<file path="config.mk">
export PLATFORM = sky130hd
export DESIGN_NAME = crtc_timing_gen
export DESIGN_NICKNAME = d
export VERILOG_FILES = /design/src/rtl/crtc_pkg.sv /design/src/rtl/crtc_load_fsm.sv /design/src/rtl/crtc_cfg_bank.sv /design/src/rtl/crtc_scan_counters.sv /design/src/rtl/crtc_sync_out.sv /design/src/rtl/crtc_timing_gen.sv
export SDC_FILE = /design/constraint.sdc
export NUM_CORES = 1
export LEC_CHECK = 0
export BUFFER_PORTS_ARGS = -buffer_cell sky130_fd_sc_hd__buf_2
export CAP_MARGIN = 25
export CORE_MARGIN = 2
export CORE_UTILIZATION = 44
export DETAILED_ROUTE_END_ITERATION = 10
export SLEW_MARGIN = 20
export SYNTH_ARGS = -nofsm -noshare
export SYNTH_HDL_FRONTEND = slang
export SYNTH_HIERARCHICAL = 1
export SYNTH_SLANG_ARGS = --single-unit
</file>
<file path="constraint.sdc">
create_clock -name clk -period 7.7 [get_ports clk]
set_input_delay 0.77 -clock clk [delete_from_list [all_inputs] [get_ports clk]]
set_output_delay 0.77 -clock clk [all_outputs]
set_load 0.05 [all_outputs]
</file>
<file path="src/rtl/crtc_pkg.sv">
package crtc_pkg;
    localparam int NUM_WORDS  = 4;
    localparam int SEL_W      = $clog2(NUM_WORDS);
    localparam int WORD_W     = 32;
    localparam int CHAR_SHIFT = 3;

    localparam int HTOT_W = 10;
    localparam int HACT_W = 9;
    localparam int HSS_W  = 13;
    localparam int HSW_W  = 6;
    localparam int VT_W   = 16;
    localparam int VSS_W  = 12;
    localparam int VSW_W  = 5;

    localparam int PIX_W  = HTOT_W + CHAR_SHIFT;
    localparam int LINE_W = VT_W;

    localparam int HTOT_LSB = 0;
    localparam int HACT_LSB = 16;
    localparam int HSS_LSB  = 0;
    localparam int HSW_LSB  = 16;
    localparam int VT_LSB   = 0;
    localparam int VACT_LSB = 16;
    localparam int VSS_LSB  = 0;
    localparam int VSW_LSB  = 16;
    localparam int POL_BIT  = 23;

    localparam int SEL_HTIME = 0;
    localparam int SEL_HSYNC = 1;
    localparam int SEL_VTIME = 2;
    localparam int SEL_VSYNC = 3;

    typedef struct packed {
        logic [HTOT_W-1:0] htot_ch;
        logic [HACT_W-1:0] hact_ch;
        logic [HSS_W-1:0]  hs_start;
        logic [HSW_W-1:0]  hs_wid;
        logic              hs_neg;
        logic [VT_W-1:0]   vtot_m1;
        logic [VT_W-1:0]   vact_m1;
        logic [VSS_W-1:0]  vs_start_m1;
        logic [VSW_W-1:0]  vs_wid;
        logic              vs_neg;
    } timing_t;

    typedef enum logic [1:0] {
        ST_HALT     = 2'd0,
        ST_RUN      = 2'd1,
        ST_RUN_PEND = 2'd2
    } gen_state_e;

    function automatic timing_t unpack_timing(input logic [NUM_WORDS-1:0][WORD_W-1:0] w);
        timing_t t;
        t.htot_ch     = w[SEL_HTIME][HTOT_LSB +: HTOT_W];
        t.hact_ch     = w[SEL_HTIME][HACT_LSB +: HACT_W];
        t.hs_start    = w[SEL_HSYNC][HSS_LSB +: HSS_W];
        t.hs_wid      = w[SEL_HSYNC][HSW_LSB +: HSW_W];
        t.hs_neg      = w[SEL_HSYNC][POL_BIT];
        t.vtot_m1     = w[SEL_VTIME][VT_LSB +: VT_W];
        t.vact_m1     = w[SEL_VTIME][VACT_LSB +: VT_W];
        t.vs_start_m1 = w[SEL_VSYNC][VSS_LSB +: VSS_W];
        t.vs_wid      = w[SEL_VSYNC][VSW_LSB +: VSW_W];
        t.vs_neg      = w[SEL_VSYNC][POL_BIT];
        return t;
    endfunction
endpackage

</file>
<file path="src/rtl/crtc_load_fsm.sv">
module crtc_load_fsm
    import crtc_pkg::*;
(
    input  logic             clk,
    input  logic             rst,
    input  logic             wr_en,
    input  logic [SEL_W-1:0] wr_sel,
    input  logic             frame_end,
    output logic             running,
    output logic             direct_wr,
    output logic             commit
);
    gen_state_e           state_q, state_d;
    logic [NUM_WORDS-1:0] loaded_q, loaded_d, sel_hot;

    always_comb sel_hot = wr_en ? (NUM_WORDS'(1) << wr_sel) : '0;

    // state register
    always_ff @(posedge clk) begin
        if (rst) begin
            state_q  <= ST_HALT;
            loaded_q <= '0;
        end else begin
            state_q  <= state_d;
            loaded_q <= loaded_d;
        end
    end

    // next state
    always_comb begin
        state_d  = state_q;
        loaded_d = loaded_q;
        unique case (state_q)
            ST_HALT: begin
                loaded_d = loaded_q | sel_hot;
                if (&loaded_d) state_d = ST_RUN;
            end
            ST_RUN: begin
                if (wr_en && !frame_end) state_d = ST_RUN_PEND;
            end
            ST_RUN_PEND: begin
                if (frame_end) state_d = ST_RUN;
            end
            default: state_d = ST_HALT;
        endcase
    end

    // outputs
    always_comb begin
        running   = 1'b0;
        direct_wr = 1'b0;
        commit    = 1'b0;
        unique case (state_q)
            ST_HALT: direct_wr = wr_en;
            ST_RUN: begin
                running = 1'b1;
                commit  = frame_end && wr_en;
            end
            ST_RUN_PEND: begin
                running = 1'b1;
                commit  = frame_end;
            end
            default: ;
        endcase
    end
endmodule

</file>
<file path="src/rtl/crtc_cfg_bank.sv">
module crtc_cfg_bank
    import crtc_pkg::*;
(
    input  logic              clk,
    input  logic              rst,
    input  logic              wr_en,
    input  logic [SEL_W-1:0]  wr_sel,
    input  logic [WORD_W-1:0] wr_data,
    input  logic              direct_wr,
    input  logic              commit,
    output timing_t           live_cfg
);
    logic [NUM_WORDS-1:0][WORD_W-1:0] live_words;

    for (genvar i = 0; i < NUM_WORDS; i++) begin : g_word
        logic              hit;
        logic [WORD_W-1:0] shadow_r, live_r, shadow_nx;

        assign hit       = wr_en && (wr_sel == SEL_W'(i));
        assign shadow_nx = hit ? wr_data : shadow_r;

        always_ff @(posedge clk) begin
            if (rst) begin
                shadow_r <= '0;
                live_r   <= '0;
            end else begin
                shadow_r <= shadow_nx;
                if (commit)
                    live_r <= shadow_nx;
                else if (direct_wr && hit)
                    live_r <= wr_data;
            end
        end

        assign live_words[i] = live_r;
    end

    assign live_cfg = unpack_timing(live_words);
endmodule

</file>
<file path="src/rtl/crtc_scan_counters.sv">
module crtc_scan_counters
    import crtc_pkg::*;
(
    input  logic              clk,
    input  logic              rst,
    input  logic              running,
    input  timing_t           cfg,
    output logic [PIX_W-1:0]  pix_cnt,
    output logic [LINE_W-1:0] line_cnt,
    output logic              frame_end
);
    logic [PIX_W-1:0] hlast;
    logic             line_end, last_line;

    assign hlast     = {cfg.htot_ch, {CHAR_SHIFT{1'b1}}};
    assign line_end  = pix_cnt >= hlast;
    assign last_line = line_cnt >= cfg.vtot_m1;
    assign frame_end = running && line_end && last_line;

    always_ff @(posedge clk) begin
        if (rst || !running) begin
            pix_cnt  <= '0;
            line_cnt <= '0;
        end else if (line_end) begin
            pix_cnt  <= '0;
            line_cnt <= last_line ? '0 : line_cnt + 1'b1;
        end else begin
            pix_cnt  <= pix_cnt + 1'b1;
        end
    end
endmodule

</file>
<file path="src/rtl/crtc_sync_out.sv">
module crtc_sync_out
    import crtc_pkg::*;
(
    input  logic              running,
    input  logic              dis_disp,
    input  logic              dis_h,
    input  logic              dis_v,
    input  timing_t           cfg,
    input  logic [PIX_W-1:0]  pix_cnt,
    input  logic [LINE_W-1:0] line_cnt,
    output logic              de,
    output logic              hsync,
    output logic              vsync
);
    localparam int HX_W = PIX_W + 1;
    localparam int VX_W = LINE_W + 1;

    logic [HX_W-1:0]  px, hs_lo, hs_hi;
    logic [VX_W-1:0]  ln, vs_lo, vs_hi;
    logic [PIX_W-1:0] hact_last;
    logic             in_h, in_v;

    assign px        = HX_W'(pix_cnt);
    assign hs_lo     = HX_W'(cfg.hs_start);
    assign hs_hi     = hs_lo + HX_W'(cfg.hs_wid);
    assign ln        = VX_W'(line_cnt);
    assign vs_lo     = VX_W'(cfg.vs_start_m1);
    assign vs_hi     = vs_lo + VX_W'(cfg.vs_wid);
    assign hact_last = PIX_W'({cfg.hact_ch, {CHAR_SHIFT{1'b1}}});

    assign in_h = (px >= hs_lo) && (px < hs_hi);
    assign in_v = (ln >= vs_lo) && (ln < vs_hi);

    assign de    = running && !dis_disp && (pix_cnt <= hact_last) && (line_cnt <= cfg.vact_m1);
    assign hsync = (running && in_h && !dis_h) ^ cfg.hs_neg;
    assign vsync = (running && in_v && !dis_v) ^ cfg.vs_neg;
endmodule

</file>
<file path="src/rtl/crtc_timing_gen.sv">
module crtc_timing_gen
    import crtc_pkg::*;
(
    input  logic              clk,
    input  logic              rst,
    input  logic              wr_en,
    input  logic [SEL_W-1:0]  wr_sel,
    input  logic [WORD_W-1:0] wr_data,
    input  logic              display_off,
    input  logic              hsync_off,
    input  logic              vsync_off,
    output logic [PIX_W-1:0]  pix_x,
    output logic [LINE_W-1:0] line_y,
    output logic              de,
    output logic              hsync,
    output logic              vsync
);
    logic    running, direct_wr, commit, frame_end;
    timing_t live_cfg;

    crtc_load_fsm u_fsm (
        .clk       (clk),
        .rst       (rst),
        .wr_en     (wr_en),
        .wr_sel    (wr_sel),
        .frame_end (frame_end),
        .running   (running),
        .direct_wr (direct_wr),
        .commit    (commit)
    );

    crtc_cfg_bank u_bank (
        .clk       (clk),
        .rst       (rst),
        .wr_en     (wr_en),
        .wr_sel    (wr_sel),
        .wr_data   (wr_data),
        .direct_wr (direct_wr),
        .commit    (commit),
        .live_cfg  (live_cfg)
    );

    crtc_scan_counters u_scan (
        .clk       (clk),
        .rst       (rst),
        .running   (running),
        .cfg       (live_cfg),
        .pix_cnt   (pix_x),
        .line_cnt  (line_y),
        .frame_end (frame_end)
    );

    crtc_sync_out u_sync (
        .running  (running),
        .dis_disp (display_off),
        .dis_h    (hsync_off),
        .dis_v    (vsync_off),
        .cfg      (live_cfg),
        .pix_cnt  (pix_x),
        .line_cnt (line_y),
        .de       (de),
        .hsync    (hsync),
        .vsync    (vsync)
    );
endmodule

</file>
==> summary.txt, run 1 <==
Synth
  • Cell Area, Synth: 0.0125 mm²
  • Asr flop ratio synth: 0
  • Synth top area share: 0.340
  • Largest area contributor in the netlist: dfxtp_1
  • Cells after Synth: 1462
  • Sequential cell area fraction in the yosys report: 0.340
  • Yosys reg bits: 213
  • Post-synth EDFFs: 0
  • Synthesized area per cell: 8.57 µm²
  • Cell variety after synth: 77
  • Ranking of synthesized cells by area: dfxtp_1 (34%), ha_1 (12%), mux2i_1 (6.7%)
  • Most used DFF post-synth: dfxtp_1
  • Synth Warn #: 6
  • Syn nets: 1620

Clocking
  • Post-CTS Setup Bufs: 0
  • Clock slew at reported path FFs: 0.06 ns
  • CTS tree: built
  • Cts bufs inserted: 25
  • CTS Hold Buffers Added: 0
  • Clk Latency, worst-skew pair: 0.54 ns
  • PostCTS Resize Cnt: 0
  • Root Driver: clkbuf_16
  • Max Root-Sink Buffers: 3
  • H-Tree Level Count: 1
  • TritonCTS Sinks: 213

Critical path
  • Worst path arrival time: 4.10 ns
  • Worst setup SP type: flop
  • Reg-to-Reg End: u_bank/g_word[3].live_r[9]$_SDFFE_PP0P_
  • Setup crit end: vsync
  • Reg2reg setup slack: 3.06 ns
  • CP required: 6.93 ns
  • FF-to-FF Start: u_scan/line_cnt[9]$_SDFFE_PP0P_
  • R2R cell count: 11
  • Worst Path Max Fanout: 4
  • WS Path Type: flop to output port
  • Critical path endpoint category: output port
  • Critical path origin: u_bank/g_word[3].live_r[0]$_SDFFE_PP0P_

Route
  • Final WL: 35800 µm
  • DRT antenna net count: 0
  • Number of DRC markers in iteration 0: 787
  • Residual DRC count: 0
  • Via density: 5.71
  • Via count: 10600
  • Routed WL per cell: 19.2 µm
  • DRT Pass-1 Iters: 5

Floorplanning
  • Die W: 173 µm
  • CORE AREA: 0.0279 mm²
  • Die Area: 0.0298 mm²
  • Io pins: 72
  • Chip Height: 173 µm
  • Row cnt: 61
  • Initial Util: 0.448

GRT
  • GR Util All Layers: 0.235
  • Global-route wire length before repair: 57100 µm
  • Pin count of the biggest net entering global routing: 97
  • Initial antenna violation count: 0
  • Vias in the first global route: 9939
  • Overflow left after global routing: 0

Timing
  • Hold slack final: 0.455 ns
  • Clock Skew: 0.0162 ns
  • Worst-Margin Slew: 1.03 ns
  • Setup_tns: 0 ns
  • Final Max Slew Viols: 0
  • Post-route clock period utilization: 0.632
  • Final Hold Viols: 0
  • RSZ-0062 raised after global routing: false
  • Tmin final: 4.87 ns
  • Max Fclk: 205 MHz
  • Slew HR: 0.313
  • Setup violators final: 0

Finish
  • Layout area overhead: 10.6%
  • # diodes: 0
  • Final design instance area without fill: 0.0139 mm²
  • # fillers: 2705
  • Seq. cell area: 0.00426 mm²
  • Core Util, Final: 0.496
  • # nets final: 1626
  • Post-Layout Cell Count: 1865
  • Area of the multi-input gates: 0.00732 mm²
  • Fraction of layout cells with a size suffix above 1: 0.115

Place
  • IO Port Bufs: 71
  • DP Wirelength: 24200 µm
  • Placed cells: 1819
  • Placed Area: 0.0129 mm²
  • GPL Wtd Cong: 0.855

Flow run
  • MaxCap Viol Count: 0

Power and ir drop
  • Max VDD drop: 148 µV
  • Static Leak: 5.35 nW
  • Pwr dens: 192 mW/mm²

Run status
  • Status: completed

Hold path
  • HP Class: flop to flop
-- metrics by stage --
step | total power, mW | worst slack (ns)
2_1_floorplan | 1.28 | 3.38
3_3_place_gp | 1.34 | 3.18
3_5_place_dp | 1.34 | 3.09
4_1_cts | 2.68 | 2.86
5_1_grt | 2.74 | 2.57
6_report | 2.65 | 2.83
-- layout by cell type (no fill, tap or decap), types with 18 or more instances in the layout --
cell type / count
dfxtp_1: 213
a21oi_1: 140
nand2_1: 130
ha_1: 116
inv_1: 112
nor2_1: 101
nand3_1: 86
mux2i_1: 84
buf_2: 70
a211oi_1: 30
xnor2_1: 30
o21ai_0: 27
o31ai_1: 26
clkbuf_16: 25
nor2b_1: 25
a31oi_1: 25
mux2_2: 23
o32ai_1: 20
a32oi_1: 18
nand4_1: 18
-- state kept, by name, indices dropped and copies added, names as in the netlist --
name / cells
u_scan/pix_cnt: 13
u_scan/line_cnt: 16
u_bank/g_word.live_r: 89
u_bank/g_word.shadow_r: 89
u_fsm/state_q: 2
u_fsm/loaded_q: 4
-- kinds of logic after synthesis --
logic type	count (synthesis)	synth area share
AO/OA/AOI/OAI	334	0.175
XOR/XNOR	41	0.0287
adder cells (fa/ha/maj)	118	0.119
buffers and inverters	215	0.0757
flip-flops	213	0.340
multiplexers	108	0.0887
AND/OR/NAND/NOR	433	0.172
-- how the worst min path moves through the flow --
stage	startpoint	endpoint	slack [ns]	cells after the start
after floorplan	u_bank/g_word[0].live_r[22]$_SDFFE_PP0P_	u_bank/g_word[0].live_r[22]$_SDFFE_PP0P_	0.43	2
after global placement	u_bank/g_word[2].shadow_r[9]$_SDFF_PP0_	u_bank/g_word[2].shadow_r[9]$_SDFF_PP0_	0.44	2
after detailed placement	u_bank/g_word[0].live_r[16]$_SDFFE_PP0P_	u_bank/g_word[0].live_r[16]$_SDFFE_PP0P_	0.45	2
after CTS	u_bank/g_word[2].shadow_r[19]$_SDFF_PP0_	u_bank/g_word[2].shadow_r[19]$_SDFF_PP0_	0.46	2
after global routing	u_bank/g_word[2].shadow_r[20]$_SDFF_PP0_	u_bank/g_word[2].shadow_r[20]$_SDFF_PP0_	0.47	2
final	u_bank/g_word[2].shadow_r[20]$_SDFF_PP0_	u_bank/g_word[2].shadow_r[20]$_SDFF_PP0_	0.46	2
-- report_power, final --
part | switching (mW) | internal [mW] | leakage (nW) | total [mW]
Combinational | 0.120 | 0.0574 | 3.18 | 0.177
Clock | 0.493 | 0.846 | 0.445 | 1.34
Sequential | 0.0129 | 1.12 | 1.72 | 1.14
-- synth_stat cells, drive strengths merged, types with 30 or more instances --
master and number:
a211oi 31, a21oi 141, buf 53, clkbuf 49
dfxtp 213, ha 116, inv 112, mux2i 84
nand2 130, nand3 88, nor2 102, xnor2 30
-- routing by layer --
metal | global-route usage | part of all wire
met1 | 0.360 | 0.51
met3 | 0.0317 | 0.058
met4 | 0.0537 | 0.019
met5 | 0 | 0
met2 | 0.346 | 0.41
-- area by class of cell --
cell class / count / area share
clock inverters: 13 / 0.0165
flip-flops and latches: 213 / 0.308
multi-input cells: 1034 / 0.529
repair buffers: 81 / 0.0315
inverters: 113 / 0.0306
clock buffers: 33 / 0.0509
well taps: 378 / 0.0341
-- critical path, cell delays in order, from the launching register on --
cell and delay (ns):
dfxtp_1 0.41, ha_1 0.21, inv_1 0.06, fa_1 0.39, nor2b_1 0.15, o21a_1 0.14
o21ai_0 0.08, nand2b_1 0.16, nand4_1 0.15, xnor2_1 0.15, ha_1 0.19, a211o_1 0.29
o2111ai_1 0.07, nand3_1 0.11, a211o_1 0.30, a211oi_2 0.22, xor2_1 0.19, buf_2 0.28
Note: power is estimated with default switching activity, not from simulation.
==> run 2: changes to the inputs <==
- ABC_AREA: not set -> 1
- clock period: 7.7 -> 4.7 ns (I/O delays scaled with it)
==> run 2 against run 1 <==
Compared with the run above:
- combinational power rose to 3.5 times the previous value
- die area is 3.4% higher
- synthesized cell count increased by 34%
- cell count up 29%
- critical endpoint unchanged
- largest power group unchanged
- highest routed layer unchanged
==> summary.txt, run 2 <==
Run status
  • Status: completed

Power and ir drop
  • Clock power frac: 0.451 (-0.053)
  • Max VDD drop: 297 µV (+100%)
  • Sw Ratio: 0.280 (+0.0443)
  • Power Internal: 3.31 mW (+63%)
  • Reg power frac: 0.415 (-0.014)
  • NetSw: 1.29 mW (+110%)
  • PnR Total Power: 4.60 mW (+73%)
  • Static Leak: 7.20 nW (+35%)
  • Pwr dens: 318 mW/mm² (+66%)
  • Gate power share: 0.134 (+0.067)

Place
  • IO Port Bufs: 71 (unchanged)
  • Placed Area: 0.0136 mm² (+4.9%)
  • Placed cells: 2353 (+29%)
  • GPL Wtd Cong: 0.873 (+2.2%)
  • Place WS: 1.18 ns (-1.90 ns)
  • DP Wirelength: 27600 µm (+14%)

Finish
  • Layout area overhead: 11.5%
  • Commonest cells after routing, fill and taps aside: nand2_1 (582), inv_1 (286), nand3_1 (258)
  • Fraction of layout cells with a size suffix above 1: 0.0892 (-0.0258)
  • Core Util, Final: 0.501 (+0.00524)
  • Final design instance area without fill: 0.0145 mm² (+4.4%)
  • Post-Layout Cell Count: 2403 (+29%)
  • # nets final: 2155 (+33%)
  • Biggest regs: u_bank/g_word.live_r: 89 flops, u_bank/g_word.shadow_r: 89 flops, u_scan/line_cnt: 16 flops
  • Commonest non-fill, non-tap cell in the layout: nand2_1

Critical path
  • Worst setup SP type: flop
  • Reg-to-Reg End: u_bank/g_word[1].live_r[18]$_SDFFE_PP0P_
  • Critical path endpoint category: output port
  • FF-to-FF Start: u_scan/pix_cnt[8]$_SDFF_PP0_
  • CP required: 4.23 ns (-2.70 ns)
  • WS Path Type: flop to output port
  • Setup crit end: vsync
  • Reg2reg setup slack: 1.08 ns (-1.98 ns)
  • Critical path origin: u_bank/g_word[3].live_r[0]$_SDFFE_PP0P_
  • Worst path arrival time: 3.52 ns (-0.58 ns)
  • R2R cell count: 17 (+6)
  • Worst Path Max Fanout: 3 (-1)

Clocking
  • CTS tree: built
  • Clock slew at reported path FFs: 0.06 ns (about the same)
  • Max Root-Sink Buffers: 3 (unchanged)
  • Post-CTS Setup Bufs: 0 (unchanged)
  • H-Tree Level Count: 1 (unchanged)
  • PostCTS Resize Cnt: 0 (unchanged)
  • Cts bufs inserted: 26 (+4.0%)
  • Root Driver: clkbuf_16
  • CTS Hold Buffers Added: 0 (unchanged)
  • TritonCTS Sinks: 213 (unchanged)
  • Clk Latency, worst-skew pair: 0.53 ns (about the same)

Synth
  • Cells after Synth: 1963 (+34%)
  • Sequential cell area fraction in the yosys report: 0.329 (-0.0116)
  • Post-synth EDFFs: 0 (unchanged)
  • Ranking of synthesized cells by area: dfxtp_1 (33%), nand2_1 (17%), ha_1 (11%)
  • Yosys reg bits: 213 (unchanged)
  • Most frequent cells after synthesis: nand2_1 (582), inv_1 (286), nand3_1 (258), dfxtp_1 (213), nor2_1 (135)
  • Synthesized area per cell: 6.61 µm² (-23%)
  • Synth top area share: 0.329 (-0.0116)
  • Cell Area, Synth: 0.0130 mm² (+3.5%)
  • Asr flop ratio synth: 0 (unchanged)
  • Largest area contributor in the netlist: dfxtp_1
  • Synth Warn #: 6 (unchanged)
  • Top-count cell post-synth: nand2_1
  • Syn nets: 2121 (+31%)
  • Cell variety after synth: 44 (-43%)
  • Most used DFF post-synth: dfxtp_1

GRT
  • Pin count of the biggest net entering global routing: 101 (+4.1%)
  • GR Util All Layers: 0.245 (+0.0106)
  • Initial antenna violation count: 2 (+2)
  • Overflow left after global routing: 0 (unchanged)
  • Global-route wire length before repair: 60800 µm (+6.5%)
  • Vias in the first global route: 11500 (+15%)

Hold path
  • HP Class: input port to flop
  • Hold Path Origin: wr_data[31]

Floorplanning
  • Die W: 176 µm (+1.7%)
  • CORE AREA: 0.0289 mm² (+3.3%)
  • Die Area: 0.0309 mm² (+3.4%)
  • Io pins: 72 (unchanged)
  • Chip Height: 176 µm (+1.7%)
  • Row cnt: 62 (+1.6%)
  • Initial Util: 0.449 (+0.000911)

Timing
  • Final Hold Viols: 0 (unchanged)
  • Slew HR: 0.352 (+0.0395)
  • Clock Skew: 0.0122 ns (-0.00403 ns)
  • Worst-Margin Slew: 0.970 ns (-0.0603 ns)
  • Hold slack final: 0.230 ns (-0.225 ns)
  • Post-route clock period utilization: 0.848
  • Final Max Slew Viols: 0 (unchanged)
  • Final worst slack: 0.712 ns (-2.12 ns)
  • Setup_tns: 0 ns (unchanged)
  • RSZ-0062 raised after global routing: false
  • Setup violators final: 0 (unchanged)
  • Max Fclk: 251 MHz
  • Tmin final: 3.99 ns

Route
  • DRT Pass-1 Iters: 6 (+1)
  • Number of DRC markers in iteration 0: 1142 (+45%)
  • Residual DRC count: 0 (unchanged)
  • Routed WL per cell: 16.1 µm (-16%)
  • Via density: 5.25 (-8.1%)
  • Via count: 12600 (+18%)
  • Final WL: 38600 µm (+8.0%)
  • DRT antenna net count: 0 (unchanged)

Flow run
  • MaxCap Viol Count: 0 (unchanged)
[run 2: cell types whose count changed after synthesis, moves of 30 or more]
cell,delta
nor2_1,+33
inv_1,+174
mux2i_1,-84
nand3_1,+172
a21oi_1,-43
nand2_1,+452
a211oi_1,-30
[run 2: worst min-delay path by stage]
stage / end / slack, ns / cells after the start
after floorplan: u_fsm/loaded_q[0]$_SDFFE_PP0P_ / 0.43 / 2
after global placement: u_fsm/loaded_q[2]$_SDFFE_PP0P_ / 0.44 / 2
after detailed placement: u_fsm/loaded_q[0]$_SDFFE_PP0P_ / 0.45 / 2
after CTS: u_bank/g_word[2].shadow_r[31]$_SDFF_PP0_ / 0.22 / 3
after global routing: u_bank/g_word[2].shadow_r[31]$_SDFF_PP0_ / 0.24 / 3
final: u_bank/g_word[2].shadow_r[31]$_SDFF_PP0_ / 0.23 / 3
[run 2: kinds of logic (layout without fill, tap and decap cells)]
group                      Yosys count  in the layout  synth area share
and+or+nand+nor                   1062           1062             0.354
buffers and inverters              371            425             0.114
DFF                                213            213             0.329
AOI/OAI and AO/OA                  173            173            0.0710
adders and majority gates          118            118             0.115
xor gates and xnor gates            26             26            0.0176
other                                0              2                 0
[run 2: worst max-delay path, cell delays in order, from the launching register on]
cell     delay (ns)
dfxtp_1        0.36
ha_1           0.20
inv_1          0.07
fa_1           0.40
inv_1          0.07
nand3_1        0.06
nand2_1        0.12
nand2_2        0.08
a21oi_4        0.14
nand2_2        0.08
nor2_2         0.12
nand4_1        0.12
ha_1           0.32
nand3_1        0.07
nor4_1         0.23
nand2_1        0.11
nand3_1        0.09
nand2_1        0.05
nand2_1        0.06
buf_2          0.25
[run 2: area by class of cell]
cell class / count / area [µm²]
well taps: 384 / 480
clock buffers: 36 / 779
repair buffers: 81 / 467
diodes: 2 / 5.00
clock inverters: 12 / 119
inverters: 296 / 1110
flip-flops and latches: 213 / 4260
fillers: 2962 / 14400
multi-input cells: 1379 / 7240
[run 2: power groups by stage]
stage | clock, mW | combinational [mW] | sequential [mW]
CTS | 2.10 | 0.610 | 1.91
global route | 2.18 | 0.681 | 1.91
global placement | 0 | 0.588 | 1.95
detailed placement | 0 | 0.605 | 1.95
floorplan | 0 | 0.409 | 1.95
finish | 2.07 | 0.614 | 1.91
[run 2: routing by layer]
metal | wire length (µm) | up-vias | track usage
met1 | 17700 | 5805 | 0.343
met5 | 0 | - | 0
li1 | - | 6300 | -
met3 | 3060 | 72 | 0.0368
met2 | 16700 | 430 | 0.389
met4 | 1220 | 0 | 0.0771
